[config.mk]
export PLATFORM = sky130hd
export DESIGN_NAME = run_verdict_unit
export DESIGN_NICKNAME = d
export VERILOG_FILES = /design/src/rtl/rv_pkg.sv /design/src/rtl/rv_first_capture.sv /design/src/rtl/rv_retire_track.sv /design/src/rtl/rv_watchdog.sv /design/src/rtl/rv_verdict.sv /design/src/rtl/run_verdict_unit.sv
export SDC_FILE = /design/constraint.sdc
export NUM_CORES = 1
export LEC_CHECK = 0
export BUFFER_PORTS_ARGS = -buffer_cell sky130_fd_sc_hd__buf_2
export CAP_MARGIN = 10
export CORE_AREA = 2 2 152 154
export DETAILED_ROUTE_END_ITERATION = 16
export DIE_AREA = 0 0 154 156
export GPL_ROUTABILITY_DRIVEN = 1
export PLACE_DENSITY = 0.74
export SLEW_MARGIN = 5
export SYNTH_ARGS = -nofsm -noshare
export SYNTH_HDL_FRONTEND = slang
export SYNTH_SLANG_ARGS = --single-unit
[constraint.sdc]
create_clock -name clk -period 7.3 [get_ports clk]
set_input_delay 1.46 -clock clk [delete_from_list [all_inputs] [get_ports clk]]
set_output_delay 1.46 -clock clk [all_outputs]
set_load 0.01 [all_outputs]
[src/rtl/rv_pkg.sv]
package rv_pkg;

  typedef enum logic [2:0] {
    OC_RUN       = 3'd0,
    OC_TRAP      = 3'd1,
    OC_UNMAPPED  = 3'd2,
    OC_HALT      = 3'd3,
    OC_TIMEOUT   = 3'd4,
    OC_NO_ENTRY  = 3'd5,
    OC_NO_RETIRE = 3'd6
  } outcome_e;

  typedef struct packed {
    logic trap;
    logic unmapped;
    logic halt;
    logic expire;
  } end_req_t;

endpackage

[src/rtl/rv_first_capture.sv]
module rv_first_capture #(
  parameter int W = 64
) (
  input  logic         clk,
  input  logic         rst_n,
  input  logic         arm,
  input  logic         hit,
  input  logic [W-1:0] din,
  output logic [W-1:0] q,
  output logic         seen
);

  logic         seen_q;
  logic [W-1:0] data_q;

  always_ff @(posedge clk) begin
    if (!rst_n) begin
      seen_q <= 1'b0;
      data_q <= '0;
    end else if (arm && hit && !seen_q) begin
      seen_q <= 1'b1;
      data_q <= din;
    end
  end

  assign q    = data_q;
  assign seen = seen_q;

endmodule

[src/rtl/rv_retire_track.sv]
module rv_retire_track #(
  parameter int AW = 32,
  parameter int CW = 32
) (
  input  logic          clk,
  input  logic          rst_n,
  input  logic          run,
  input  logic          ret_vld,
  input  logic [AW-1:0] ret_pc,
  input  logic [AW-1:0] entry_addr,
  output logic [CW-1:0] cnt,
  output logic          entry_nxt,
  output logic          any_nxt
);

  localparam logic [CW-1:0] CNT_MAX = '1;

  logic [CW-1:0] cnt_q;
  logic          entry_q;
  logic          any_q;
  logic          at_entry;

  assign at_entry  = ret_vld && (ret_pc == entry_addr);
  assign entry_nxt = entry_q | at_entry;
  assign any_nxt   = any_q | ret_vld;

  always_ff @(posedge clk) begin
    if (!rst_n) begin
      cnt_q   <= '0;
      entry_q <= 1'b0;
      any_q   <= 1'b0;
    end else if (run) begin
      if (ret_vld && (cnt_q != CNT_MAX)) cnt_q <= cnt_q + 1'b1;
      entry_q <= entry_nxt;
      any_q   <= any_nxt;
    end
  end

  assign cnt = cnt_q;

endmodule

[src/rtl/rv_watchdog.sv]
module rv_watchdog #(
  parameter int TW = 32
) (
  input  logic          clk,
  input  logic          rst_n,
  input  logic          run,
  input  logic [TW-1:0] limit,
  output logic          expire
);

  localparam logic [TW-1:0] TMR_MAX = '1;

  logic [TW-1:0] tmr_q;
  logic [TW:0]   edge_no;

  // Number of the edge about to be taken, counted from 1 after reset.
  assign edge_no = {1'b0, tmr_q} + {{TW{1'b0}}, 1'b1};
  assign expire  = run && (edge_no >= {1'b0, limit});

  always_ff @(posedge clk) begin
    if (!rst_n) begin
      tmr_q <= '0;
    end else if (run && (tmr_q != TMR_MAX)) begin
      tmr_q <= tmr_q + 1'b1;
    end
  end

endmodule

[src/rtl/rv_verdict.sv]
module rv_verdict
  import rv_pkg::*;
(
  input  end_req_t req,
  input  logic     entry_seen,
  input  logic     any_seen,
  output outcome_e code
);

  always_comb begin
    if (req.trap)          code = OC_TRAP;
    else if (req.unmapped) code = OC_UNMAPPED;
    else if (req.halt)     code = OC_HALT;
    else if (req.expire) begin
      if (!any_seen)        code = OC_NO_RETIRE;
      else if (!entry_seen) code = OC_NO_ENTRY;
      else                  code = OC_TIMEOUT;
    end else                code = OC_RUN;
  end

endmodule

[src/rtl/run_verdict_unit.sv]
module run_verdict_unit
  import rv_pkg::*;
#(
  parameter int          AW              = 32,
  parameter int          DW              = 32,
  parameter int          RW              = 3,
  parameter int          CW              = 32,
  parameter int          TW              = 32,
  parameter logic [RW-1:0] UNMAPPED_REGION = 3'd7
) (
  input  logic          clk,
  input  logic          rst_n,
  input  logic [AW-1:0] entry_addr_i,
  input  logic [TW-1:0] wdog_limit_i,
  input  logic          trap_vld_i,
  input  logic [AW-1:0] trap_pc_i,
  input  logic [DW-1:0] trap_insn_i,
  input  logic          acc_vld_i,
  input  logic [AW-1:0] acc_addr_i,
  input  logic [AW-1:0] acc_pc_i,
  input  logic [RW-1:0] acc_region_i,
  input  logic          halt_i,
  input  logic          ret_vld_i,
  input  logic [AW-1:0] ret_pc_i,
  output logic          done_o,
  output logic [2:0]    outcome_o,
  output logic [AW-1:0] trap_pc_o,
  output logic [DW-1:0] trap_insn_o,
  output logic [AW-1:0] miss_addr_o,
  output logic [AW-1:0] miss_pc_o,
  output logic [CW-1:0] retire_cnt_o
);

  localparam int TRAP_W = AW + DW;
  localparam int MISS_W = 2 * AW;

  outcome_e outcome_q;
  logic     done_q;
  logic     run;
  logic     miss_hit;
  logic     expire;
  logic     entry_nxt;
  logic     any_nxt;
  end_req_t req;
  outcome_e code;

  logic [TRAP_W-1:0] trap_ctx;
  logic [MISS_W-1:0] miss_ctx;
  logic              trap_seen;
  logic              miss_seen;

  assign run      = (outcome_q == OC_RUN);
  assign miss_hit = acc_vld_i && (acc_region_i == UNMAPPED_REGION);

  rv_first_capture #(.W(TRAP_W)) u_trap_cap (
    .clk  (clk),
    .rst_n(rst_n),
    .arm  (run),
    .hit  (trap_vld_i),
    .din  ({trap_pc_i, trap_insn_i}),
    .q    (trap_ctx),
    .seen (trap_seen)
  );

  rv_first_capture #(.W(MISS_W)) u_miss_cap (
    .clk  (clk),
    .rst_n(rst_n),
    .arm  (run),
    .hit  (miss_hit),
    .din  ({acc_addr_i, acc_pc_i}),
    .q    (miss_ctx),
    .seen (miss_seen)
  );

  rv_retire_track #(.AW(AW), .CW(CW)) u_ret (
    .clk       (clk),
    .rst_n     (rst_n),
    .run       (run),
    .ret_vld   (ret_vld_i),
    .ret_pc    (ret_pc_i),
    .entry_addr(entry_addr_i),
    .cnt       (retire_cnt_o),
    .entry_nxt (entry_nxt),
    .any_nxt   (any_nxt)
  );

  rv_watchdog #(.TW(TW)) u_wdog (
    .clk   (clk),
    .rst_n (rst_n),
    .run   (run),
    .limit (wdog_limit_i),
    .expire(expire)
  );

  always_comb begin
    req.trap     = run && trap_vld_i;
    req.unmapped = run && miss_hit;
    req.halt     = run && halt_i;
    req.expire   = expire;
  end

  rv_verdict u_verdict (
    .req       (req),
    .entry_seen(entry_nxt),
    .any_seen  (any_nxt),
    .code      (code)
  );

  always_ff @(posedge clk) begin
    if (!rst_n) begin
      outcome_q <= OC_RUN;
      done_q    <= 1'b0;
    end else if (run && (code != OC_RUN)) begin
      outcome_q <= code;
      done_q    <= 1'b1;
    end else begin
      done_q    <= 1'b0;
    end
  end

  assign done_o      = done_q;
  assign outcome_o   = outcome_q;
  assign trap_pc_o   = trap_ctx[TRAP_W-1 -: AW];
  assign trap_insn_o = trap_ctx[DW-1:0];
  assign miss_addr_o = miss_ctx[MISS_W-1 -: AW];
  assign miss_pc_o   = miss_ctx[AW-1:0];

endmodule

* After elaboration in Yosys (flattened, before gate mapping)
Index checks and enable logic that the tools add are counted.
** Storage, ports and cells
- Register bits :: 200
- Output and inout bits :: 164
- Logic and storage cells :: 43
** Cells by class
- Add/sub/neg operators :: 3
- Magnitude comparators :: 1
- Equal/unequal tests :: 4
- Multiplexer cells :: 7
- Bitwise logic cells :: 2
- Reductions and logical operators :: 16
** Operators with widths (number)
- 32-bit by 1-bit adder with 32-bit output (second input constant) :: 2
- 32-bit inequality test (second input constant) :: 2
- 32-bit by 1-bit adder with 33-bit output (second input constant) :: 1
- 33-bit by 32-bit >= comparator with 1-bit output :: 1
- 32-bit == test :: 1
- 3-bit two-way mux :: 5
- 1-bit logical AND :: 11
- 3-bit == test (second input constant) :: 1
- 3-bit zero test :: 1
- 3-bit nonzero test :: 1
- 1-bit zero test :: 2
- 1-bit two-way mux :: 2
- 1-bit OR :: 2
- 2-bit AND reduction :: 1

* Logic depth before layout (Yosys ltp)
Gate-level depths: netlist (run 1).
- Word-level depth :: 12
- Depth in mapped cells :: 13

* By module
From an unflattened synthesis (run 1), not the netlist that was laid out.
** Unflattened totals
- Cell total of the unflattened synthesis :: 1190
- Area, all modules :: 10352.4 um2
** By module, submodules not included
- rv_first_capture :: instances 2, cells each 281, area each 2642.5 um2
- rv_watchdog :: instances 1, cells each 355, area each 2780.2 um2
- rv_retire_track :: instances 1, cells each 249, area each 2060.7 um2
- run_verdict_unit :: instances 1, cells each 17, area each 182.7 um2
- rv_verdict :: instances 1, cells each 7, area each 43.8 um2

* Worst setup path after synthesis (run 1)
Ideal clock, no wire load.
- Path type :: register -> register
- Start :: reg u_wdog.tmr_q[0]
- End :: reg outcome_q[0], in the netlist outcome_o[0]
- Setup time :: 0.135 ns
- Arrival time :: 2.919 ns
- Required time :: 7.165 ns
- Slack :: 4.246 ns
- Cell stages (with the launch flop) :: 13
- Path buffers :: 0
- Path through :: dfxtp_1 -> ha_1 -> nand3_1 -> nor4_4 -> nand3_1 -> nor2_1 -> xnor2_1 -> ha_1 -> and4_1 -> a221oi_1 -> o21ai_0 -> a31oi_1 -> o41ai_2
** On the way
- Longest elaborated chain between the ends :: 9
** Ends and longest elaborated chain
- start, declared :: RTL line rv_watchdog.sv:13 : logic [TW-1:0] tmr_q;
- start signal, assigned :: RTL line rv_watchdog.sv:24 : tmr_q <= tmr_q + 1'b1;
- 32-bit by 1-bit adder with 33-bit output * :: RTL line rv_watchdog.sv:17 : assign edge_no = {1'b0, tmr_q} + {{TW{1'b0}}, 1'b1};
- named net u_wdog.edge_no[24] :: RTL line rv_watchdog.sv:14 : logic [TW:0] edge_no;
- 33-bit by 32-bit >= comparator with 1-bit output * :: RTL line rv_watchdog.sv:18 : assign expire = run && (edge_no >= {1'b0, limit});
- 1-bit logical AND * :: RTL line rv_watchdog.sv:18
- 3-bit two-way mux * :: RTL line rv_verdict.sv:14 : else if (req.expire) begin
- 3-bit two-way mux * :: RTL line rv_verdict.sv:13 : else if (req.halt) code = OC_HALT;
- 3-bit two-way mux * :: RTL line rv_verdict.sv:12 : else if (req.unmapped) code = OC_UNMAPPED;
- 3-bit two-way mux * :: RTL line rv_verdict.sv:11 : if (req.trap) code = OC_TRAP;
- 3-bit nonzero test :: RTL line run_verdict_unit.sv:113 : end else if (run && (code != OC_RUN)) begin
- 1-bit logical AND :: RTL line run_verdict_unit.sv:113
- end signal, assigned :: RTL line run_verdict_unit.sv:114 : outcome_q <= code;
- end, declared :: RTL line run_verdict_unit.sv:37 : outcome_e outcome_q;
Mark *: on every way through the listed nets, which the timed path passes. The rest lies on a longest branch.
A chain may end at the register's enable or synchronous reset.

* Worst setup path after layout (run 1)
Ends and elaborated chain as after synthesis.

==> impl_metrics.prom, run 1 <==
# TYPE chip_impl_metric gauge
chip_impl_info{name="status",value="complete, no violations"} 1
chip_impl_info{name="primary_ff_master_synth",value="dfxtp_1"} 1
chip_impl_metric{name="synth_top_area_share",unit=""} 0.4072
chip_impl_metric{name="total_power",unit="mW"} 2.402
chip_impl_metric{name="yosys_warnings",unit=""} 0
chip_impl_metric{name="timing.final.crit_share",unit=""} 0.5163
chip_impl_metric{name="worst_ir_drop_vdd",unit="µV"} 134.5
chip_impl_info{name="synthTopCellsByArea",value="dfxtp_1 (41%), nand2_1 (11%), a21boi_0 (10%)"} 1
chip_impl_metric{name="grt_pass1_vias",unit=""} 8748
chip_impl_metric{name="skew",unit="ns"} 0.02627
chip_impl_metric{name="slew_headroom",unit=""} 0.2467
chip_impl_metric{name="vias_per_cell",unit=""} 4.978
chip_impl_metric{name="source_to_sink_clock_delay_at_the_later_pin_of_the_worst_skew_pair",unit="ns"} 0.44
chip_impl_info{name="criticalPathCategory",value="flop to flop"} 1
chip_impl_metric{name="max_clock_freq",unit="MHz"} 265.3
chip_impl_metric{name="worst_r2r_path_depth",unit=""} 12
chip_impl_metric{name="ant_nets",unit=""} 0
chip_impl_metric{name="largest_net_degree_at_the_start_of_global_routing",unit=""} 117
chip_impl_metric{name="postCtsHoldBufs",unit=""} 0
chip_impl_metric{name="tritoncts.num_buffers",unit=""} 17
chip_impl_metric{name="drt_wl_total",unit="mm"} 27.86
chip_impl_metric{name="postSynth.asyncResetShare",unit=""} 0
chip_impl_info{name="worst_hold_path_type",value="flop to flop"} 1
chip_impl_metric{name="die_y",unit="µm"} 156
chip_impl_metric{name="post_synthesis_net_count",unit=""} 1438
chip_impl_metric{name="timing.final.hold_violations",unit=""} 0
chip_impl_metric{name="dpl-instance-area",unit="µm²"} 11990
chip_impl_metric{name="grt_first_pass_wirelength",unit="mm"} 43.54
chip_impl_metric{name="setup_viol",unit=""} 0
chip_impl_metric{name="remaining_drc_errors",unit=""} 0
chip_impl_metric{name="reg2reg_setup_slack",unit="ns"} 3.53
chip_impl_info{name="worst_setup_path_start_kind",value="flop"} 1
chip_impl_metric{name="initialDrtViolationCount",unit=""} 468
chip_impl_metric{name="timing.max_cap.violations",unit=""} 0
chip_impl_metric{name="die_w",unit="µm"} 154
chip_impl_metric{name="top_ports",unit=""} 397
chip_impl_info{name="whs_endpoint",value="u_miss_cap.q[47]$_SDFFE_PN0P_"} 1
chip_impl_metric{name="grt_use_total",unit=""} 0.2233
chip_impl_metric{name="clk_path_buf_depth",unit=""} 2
chip_impl_metric{name="finish.net_count",unit=""} 1800
chip_impl_metric{name="share_of_layout_cells_above_drive_strength_1",unit=""} 0.2982
chip_impl_metric{name="min_delay_path_depth",unit=""} 2
chip_impl_metric{name="drt-pass1-iter-count",unit=""} 4
chip_impl_metric{name="required",unit="ns"} 7.59
chip_impl_metric{name="core_region_area",unit="µm²"} 22370
chip_impl_metric{name="synth_seq_area_share",unit=""} 0.4072
chip_impl_info{name="cts-root-buf",value="clkbuf_16"} 1
chip_impl_metric{name="post-route-min-period",unit="ns"} 3.769
chip_impl_info{name="rsz_0062_raised_after_global_routing",value="false"} 1
chip_impl_metric{name="buffer_ports.inserted",unit=""} 396
chip_impl_info{name="cts_tree",value="yes"} 1
chip_impl_metric{name="htreeDepth",unit=""} 4
chip_impl_metric{name="worst_slew_pin_slew",unit="ns"} 1.130
chip_impl_metric{name="instances_no_fill",unit=""} 1832
chip_impl_info{name="regToRegStartpoint",value="u_wdog.tmr_q[0]$_SDFFE_PN0P_"} 1
chip_impl_metric{name="globalRoute.totalOverflow",unit=""} 0
chip_impl_metric{name="cts_clk_pin_slew_worst_paths",unit="ns"} 0.08
chip_impl_info{name="critical_path.endpoint_type",value="flop"} 1
chip_impl_metric{name="wire_per_inst",unit="µm"} 15.21
chip_impl_metric{name="antenna_violations_before_repair",unit=""} 1
chip_impl_metric{name="cellPowerDensity",unit="nW/µm²"} 190.6
chip_impl_metric{name="ctsResizeCount",unit=""} 0
chip_impl_metric{name="postCtsSetupRepairBufs",unit=""} 0
chip_impl_metric{name="ys_seq_elements",unit=""} 200
chip_impl_metric{name="synth_enable_flop_cells",unit=""} 0
chip_impl_metric{name="route.vias.total",unit=""} 9120
chip_impl_info{name="r2r_end",value="outcome_o[0]$_SDFFE_PN0P_"} 1
chip_impl_metric{name="finalWeightedCongestion",unit=""} 0.8100
chip_impl_metric{name="floorplan.rows",unit=""} 55
chip_impl_metric{name="tritoncts_num_sinks",unit=""} 200
chip_impl_metric{name="initial_core_util",unit=""} 0.4397
chip_impl_info{name="synthDominantAreaCellType",value="dfxtp_1"} 1
chip_impl_metric{name="synthCells",unit=""} 1171
chip_impl_metric{name="crit_fanout",unit=""} 7
chip_impl_metric{name="finalMaxSlewViolations",unit=""} 0
chip_impl_metric{name="dieArea",unit="µm²"} 24020
chip_impl_metric{name="synth_area",unit="µm²"} 9833
chip_impl_metric{name="fin_tns_setup",unit="ns"} 0
chip_impl_metric{name="post-route-cell-area",unit="µm²"} 12600
chip_impl_metric{name="syn_avg_cell_area",unit="µm²"} 8.397
chip_impl_metric{name="hpwlAfterDp",unit="mm"} 20.63
chip_impl_metric{name="area_delta_synth_final",unit="%"} 28.18
chip_impl_info{name="min-delay-start",value="u_miss_cap.q[47]$_SDFFE_PN0P_"} 1
chip_impl_metric{name="cp.arrival",unit="ns"} 4.06
chip_impl_metric{name="netlist-cell-type-count",unit=""} 56
chip_impl_metric{name="leakage",unit="nW"} 6.000
chip_impl_metric{name="dpl.cell_count",unit=""} 1799
## synthesized netlist by cell type (3+ instances only)
library cell,instances
nand2_1,297
dfxtp_1,200
a21boi_0,132
xor2_1,84
and2_1,55
clkbuf_1,47
inv_1,39
ha_1,34
nor2_1,34
nor3_1,30
xnor2_1,28
nand3_1,26
nand4_1,21
a21oi_1,18
nor4_1,15
o21ai_0,14
and4_1,12
buf_2,8
nor4_2,6
or3_1,6
nand2b_1,5
nor2b_1,4
nor3b_1,4
a21o_1,3
buf_4,3
mux2i_1,3
nor4_4,3
or2_2,3
## per-layer routing
| metal | GRT usage | up-vias | wire length, µm |
|---|---|---|---|
| li1 | - | 4631 | - |
| met1 | 0.2637 | 4217 | 11470 |
| met2 | 0.3891 | 241 | 13850 |
| met3 | 0.07056 | 31 | 1985 |
| met4 | 0.06631 | 0 | 560 |
| met5 | 0 | - | 0 |
## power breakdown
group / internal, mW / switching [mW] / total (mW)
registers: 1.13 / 0.0227 / 1.15
logic: 0.122 / 0.154 / 0.277
clock network: 0.475 / 0.502 / 0.977
total: 1.72 / 0.679 / 2.40
## metrics by stage
step	hold WS, ns	worst slack [ns]	utilization
5_1_grt	0.4800	3.135	0.5636
4_1_cts	0.4663	3.533	0.5635
3_5_place_dp	0.4545	3.561	0.5361
6_report	0.4627	3.531	0.5636
3_3_place_gp	0.4484	3.750	0.5361
2_1_floorplan	0.4414	4.246	-
## cells by family after synthesis
family	after synthesis	share of synthesized area
buf+inv	98	0.03970
mux	3	0.003054
simple gates	539	0.2718
flops	200	0.4072
xor+xnor	112	0.09976
compound gates	185	0.1353
fa+ha+maj	34	0.04326
## sequential cells by signal (all words and copies together), names as in the netlist
name and flops:
u_trap_cap.seen 1, u_ret.any_q 1, u_trap_cap.q 64, u_ret.cnt 32, done_o 1, outcome_o 3, u_miss_cap.seen 1, u_ret.entry_q 1
u_miss_cap.q 64, u_wdog.tmr_q 32
## worst max-delay path: stages (launching register included)
cell and delay [ns]:
dfxtp_1 0.45, ha_1 0.24, nand3_1 0.23, nor4_4 0.37, nand3_1 0.29, nor2_1 0.21
xor2_1 0.18, ha_1 0.28, and4_1 0.18, a221oi_1 0.41, o21ai_0 0.17, a31oi_1 0.46
o41ai_2 0.15
## worst max-delay path by stage
stage	start	to	slack (ns)	cells after the start
3_3_place_gp	u_wdog.tmr_q[0]$_SDFFE_PN0P_	done_o$_SDFF_PN0_	3.75	12
4_1_cts	u_wdog.tmr_q[0]$_SDFFE_PN0P_	outcome_o[0]$_SDFFE_PN0P_	3.53	12
5_1_grt	u_wdog.tmr_q[0]$_SDFFE_PN0P_	outcome_o[1]$_SDFFE_PN0P_	3.14	12
2_1_floorplan	u_wdog.tmr_q[0]$_SDFFE_PN0P_	outcome_o[0]$_SDFFE_PN0P_	4.25	12
3_5_place_dp	u_wdog.tmr_q[0]$_SDFFE_PN0P_	done_o$_SDFF_PN0_	3.56	12
6_report	u_wdog.tmr_q[0]$_SDFFE_PN0P_	outcome_o[0]$_SDFFE_PN0P_	3.53	12
## layout make-up
cell class,instances,area [µm²]
clock buffer,18,429.2
tap,285,356.6
sequential,200,4004
timing repair buffer,402,2029
clock inverter,14,182.7
inverter,39,146.4
fill,2087,9761
multi-input combinational,873,5454
antenna,1,2.502
## cell usage in the layout, fill, tap and decap left out, types with 3 or more instances in the layout
| cell | instances |
|---|---|
| buf_2 | 395 |
| nand2_1 | 297 |
| dfxtp_1 | 200 |
| a21boi_0 | 132 |
| xor2_1 | 84 |
| and2_1 | 55 |
| inv_1 | 39 |
| ha_1 | 34 |
| nor2_1 | 32 |
| nor3_1 | 30 |
| xnor2_1 | 28 |
| nand3_1 | 26 |
| nand4_1 | 21 |
| a21oi_1 | 18 |
| clkbuf_16 | 17 |
| nor4_1 | 15 |
| o21ai_0 | 14 |
| and4_1 | 12 |
| buf_4 | 7 |
| or3_1 | 6 |
| nor4_2 | 6 |
| nand2b_1 | 5 |
| nor3b_1 | 4 |
| nor2b_1 | 4 |
| inv_6 | 4 |
| clkinv_8 | 4 |
| nor4_4 | 3 |
| or2_2 | 3 |
| mux2i_1 | 3 |
| a21o_1 | 3 |
| inv_12 | 3 |
| inv_8 | 3 |
No activity file was read; power rests on OpenSTA's default activity.
==> run 2, diff against run 1 <==
--- a/config.mk
+++ b/config.mk
@@ -7,11 +7,11 @@
 export LEC_CHECK = 0
 export BUFFER_PORTS_ARGS = -buffer_cell sky130_fd_sc_hd__buf_2
 export CAP_MARGIN = 10
-export CORE_AREA = 2 2 152 154
+export CORE_AREA = 2 2 154 156
 export DETAILED_ROUTE_END_ITERATION = 16
-export DIE_AREA = 0 0 154 156
+export DIE_AREA = 0 0 156 158
 export GPL_ROUTABILITY_DRIVEN = 1
-export PLACE_DENSITY = 0.74
+export PLACE_DENSITY = 0.72
 export SLEW_MARGIN = 5
 export SYNTH_ARGS = -nofsm -noshare
 export SYNTH_HDL_FRONTEND = slang
==> constraint.sdc (replaced) <==
create_clock -name clk -period 3.66 [get_ports clk]
set_input_delay 0.732 -clock clk [delete_from_list [all_inputs] [get_ports clk]]
set_output_delay 0.732 -clock clk [all_outputs]
set_load 0.01 [all_outputs]
==> run 2 against run 1 <==
  * Fmax is 11% higher
  * Count of clock-buffer cells in the layout did not move
  * Die area up 2.6%
  * Cell area grew 0.77%
  * Total power rose by 100%
  * Highest routed layer unchanged
  * Sequential power increased by 99%
  * First-iteration DRC count is 7.9% higher
  * Critical endpoint unchanged
  * Global-route usage is 1.0 points lower
  * Worst hold slack lost 0.0033 ns
  * Flip-flop and latch count is the same
  * Sequential share of layout area fell by 0.23 points
==> impl_metrics.prom, run 2 (synthesis gave the netlist of run 1 again) <==
# TYPE chip_impl_metric gauge
chip_impl_metric{name="cp.arrival",unit="ns"} 3.69
chip_impl_metric{name="core_region_area",unit="µm²"} 23050
chip_impl_info{name="regToRegStartpoint",value="u_wdog.tmr_q[1]$_SDFFE_PN0P_"} 1
chip_impl_metric{name="top_ports",unit=""} 397
chip_impl_metric{name="max_clock_freq",unit="MHz"} 295.4
chip_impl_metric{name="postCtsHoldBufs",unit=""} 0
chip_impl_metric{name="timing.max_cap.violations",unit=""} 0
chip_impl_metric{name="floorplan.rows",unit=""} 56
chip_impl_metric{name="worst_slew_pin_slew",unit="ns"} 1.157
chip_impl_metric{name="post-route-min-period",unit="ns"} 3.385
chip_impl_metric{name="hpwlAfterDp",unit="mm"} 20.44
chip_impl_metric{name="crit_fanout",unit=""} 7
chip_impl_info{name="worst_setup_path_start_kind",value="flop"} 1
chip_impl_info{name="criticalPathCategory",value="flop to flop"} 1
chip_impl_metric{name="initial_core_util",unit=""} 0.4266
chip_impl_info{name="worst_hold_path_type",value="flop to flop"} 1
chip_impl_metric{name="min_delay_path_depth",unit=""} 2
chip_impl_metric{name="grt_pass1_vias",unit=""} 8467
chip_impl_metric{name="worst_r2r_path_depth",unit=""} 14
chip_impl_info{name="rsz_0062_raised_after_global_routing",value="false"} 1
chip_impl_metric{name="wire_per_inst",unit="µm"} 14.83
chip_impl_metric{name="leakage",unit="nW"} 6.051
chip_impl_info{name="min-delay-start",value="u_miss_cap.q[41]$_SDFFE_PN0P_"} 1
chip_impl_metric{name="htreeDepth",unit=""} 4
chip_impl_metric{name="die_y",unit="µm"} 158
chip_impl_metric{name="finalMaxSlewViolations",unit=""} 0
chip_impl_info{name="critical_path.endpoint_type",value="flop"} 1
chip_impl_metric{name="slew_headroom",unit=""} 0.2284
chip_impl_metric{name="utilization",unit=""} 0.5510
chip_impl_metric{name="finalWeightedCongestion",unit=""} 0.8018
chip_impl_metric{name="share_of_layout_cells_above_drive_strength_1",unit=""} 0.3044
chip_impl_metric{name="required",unit="ns"} 3.96
chip_impl_info{name="layout.cells.most_common_list",value="buf_2 (395), nand2_1 (297), dfxtp_1 (199)"} 1
chip_impl_info{name="r2r_end",value="outcome_o[0]$_SDFFE_PN0P_"} 1
chip_impl_metric{name="reg2reg_setup_slack",unit="ns"} 0.27
chip_impl_info{name="final_common_cell",value="buf_2"} 1
chip_impl_metric{name="grt_use_total",unit=""} 0.2132
chip_impl_metric{name="timing.final.crit_share",unit=""} 0.9249
chip_impl_metric{name="worst_ir_drop_vdd",unit="µV"} 289.7
chip_impl_metric{name="antenna_cells",unit=""} 0
chip_impl_metric{name="globalRoute.totalOverflow",unit=""} 0
chip_impl_metric{name="timing.final.hold_violations",unit=""} 0
chip_impl_metric{name="finish.net_count",unit=""} 1808
chip_impl_metric{name="cellPowerDensity",unit="nW/µm²"} 378.2
chip_impl_metric{name="area_delta_synth_final",unit="%"} 29.18
chip_impl_metric{name="setup_viol",unit=""} 0
chip_impl_metric{name="clk_path_buf_depth",unit=""} 2
chip_impl_info{name="cts_tree",value="yes"} 1
chip_impl_metric{name="fill_cells",unit=""} 2177
chip_impl_metric{name="buffer_ports.inserted",unit=""} 396
chip_impl_metric{name="source_to_sink_clock_delay_at_the_later_pin_of_the_worst_skew_pair",unit="ns"} 0.44
chip_impl_metric{name="fin_tns_setup",unit="ns"} 0
chip_impl_info{name="whs_endpoint",value="u_miss_cap.q[41]$_SDFFE_PN0P_"} 1
chip_impl_metric{name="skew",unit="ns"} 0.02970
chip_impl_metric{name="remaining_drc_errors",unit=""} 0
chip_impl_metric{name="die_w",unit="µm"} 156
chip_impl_metric{name="antenna_violations_before_repair",unit=""} 0
chip_impl_metric{name="drt_wl_total",unit="mm"} 27.35
chip_impl_metric{name="tritoncts_num_sinks",unit=""} 200
chip_impl_metric{name="layout_setup_ws",unit="ns"} 0.2747
chip_impl_metric{name="largest_net_degree_at_the_start_of_global_routing",unit=""} 105
chip_impl_metric{name="ant_nets",unit=""} 0
chip_impl_metric{name="vias_per_cell",unit=""} 4.930
chip_impl_metric{name="cts_clk_pin_slew_worst_paths",unit="ns"} 0.08
chip_impl_metric{name="detailedPlace.worstSlack",unit="ns"} 0.1451
chip_impl_metric{name="drt-pass1-iter-count",unit=""} 4
chip_impl_metric{name="route.vias.total",unit=""} 9090
chip_impl_metric{name="tritoncts.num_buffers",unit=""} 17
chip_impl_metric{name="initialDrtViolationCount",unit=""} 505
chip_impl_metric{name="total_power",unit="mW"} 4.803
chip_impl_metric{name="grt_first_pass_wirelength",unit="mm"} 42.48
chip_impl_info{name="cts-root-buf",value="clkbuf_16"} 1
chip_impl_info{name="status",value="complete, no violations"} 1
chip_impl_metric{name="dieArea",unit="µm²"} 24650
-- run 2: where the power goes --
part	switching (mW)	internal [mW]	leakage (nW)
sequential	0.0440	2.25	1.62
combinational	0.307	0.245	4.13
clock	0.999	0.962	0.301
total	1.35	3.45	6.05
-- run 2: timing repair --
action | in CTS | in global routing
resized for setup | 0 | 3
setup buffers | 0 | 1
setup endpoints to repair | 0 | 4
-- run 2: routing by layer --
layer  vias up  share of wire  global-route usage  routed length, µm
li1       4648              -                   -                  -
met1      4181           0.42              0.2598              11490
met2       241           0.50              0.3694              13690
met3        20          0.069             0.06871               1882
met4         0          0.011             0.04500                294
met5         -              0                   0                  0
-- run 2: worst max-delay path: stages (launching register included) --
cell      delay [ns]
dfxtp_1         0.41
ha_1            0.23
nand3_1         0.16
nor4_4          0.29
buf_4           0.18
nand3_1         0.22
nor2_1          0.19
xnor2_1         0.13
ha_1            0.29
and4_1          0.24
a221oi_2        0.32
o21ai_0         0.14
a31oi_1         0.22
buf_4           0.17
o41ai_2         0.08
-- run 2: layout make-up --
cell class	count	area [µm²]	share of cell area
Multi-Input combinational cell	873	5466	0.4304
Sequential cell	200	4005	0.3153
Inverter	39	146.4	0.01152
Timing Repair Buffer	410	2102	0.1655
Clock buffer	18	439.2	0.03457
Tap cell	290	362.8	0.02857
Clock inverter	14	180.2	0.01418
-- run 2: worst max-delay path by stage --
stage                                            start  cells past startpoint                   endpoint
after global placement    u_wdog.tmr_q[0]$_SDFFE_PN0P_                     13          done_o$_SDFF_PN0_
after global routing      u_wdog.tmr_q[1]$_SDFFE_PN0P_                     14  outcome_o[0]$_SDFFE_PN0P_
final                     u_wdog.tmr_q[1]$_SDFFE_PN0P_                     14  outcome_o[0]$_SDFFE_PN0P_
after floorplan           u_wdog.tmr_q[0]$_SDFFE_PN0P_                     12  outcome_o[0]$_SDFFE_PN0P_
after CTS                 u_wdog.tmr_q[0]$_SDFFE_PN0P_                     13  outcome_o[0]$_SDFFE_PN0P_
after detailed placement  u_wdog.tmr_q[0]$_SDFFE_PN0P_                     13  outcome_o[0]$_SDFFE_PN0P_
-- run 2: through the flow --
| step | hold slack, ns | instance area (µm²) | instances |
|---|---|---|---|
| after floorplan | 0.4414 | 9833 | 1171 |
| after global placement | 0.4468 | 12060 | 1811 |
| after detailed placement | 0.4525 | 12060 | 1811 |
| after CTS | 0.4643 | 12680 | 1843 |
| after global routing | 0.4824 | 12700 | 1844 |
| final | 0.4594 | 12700 | 1844 |
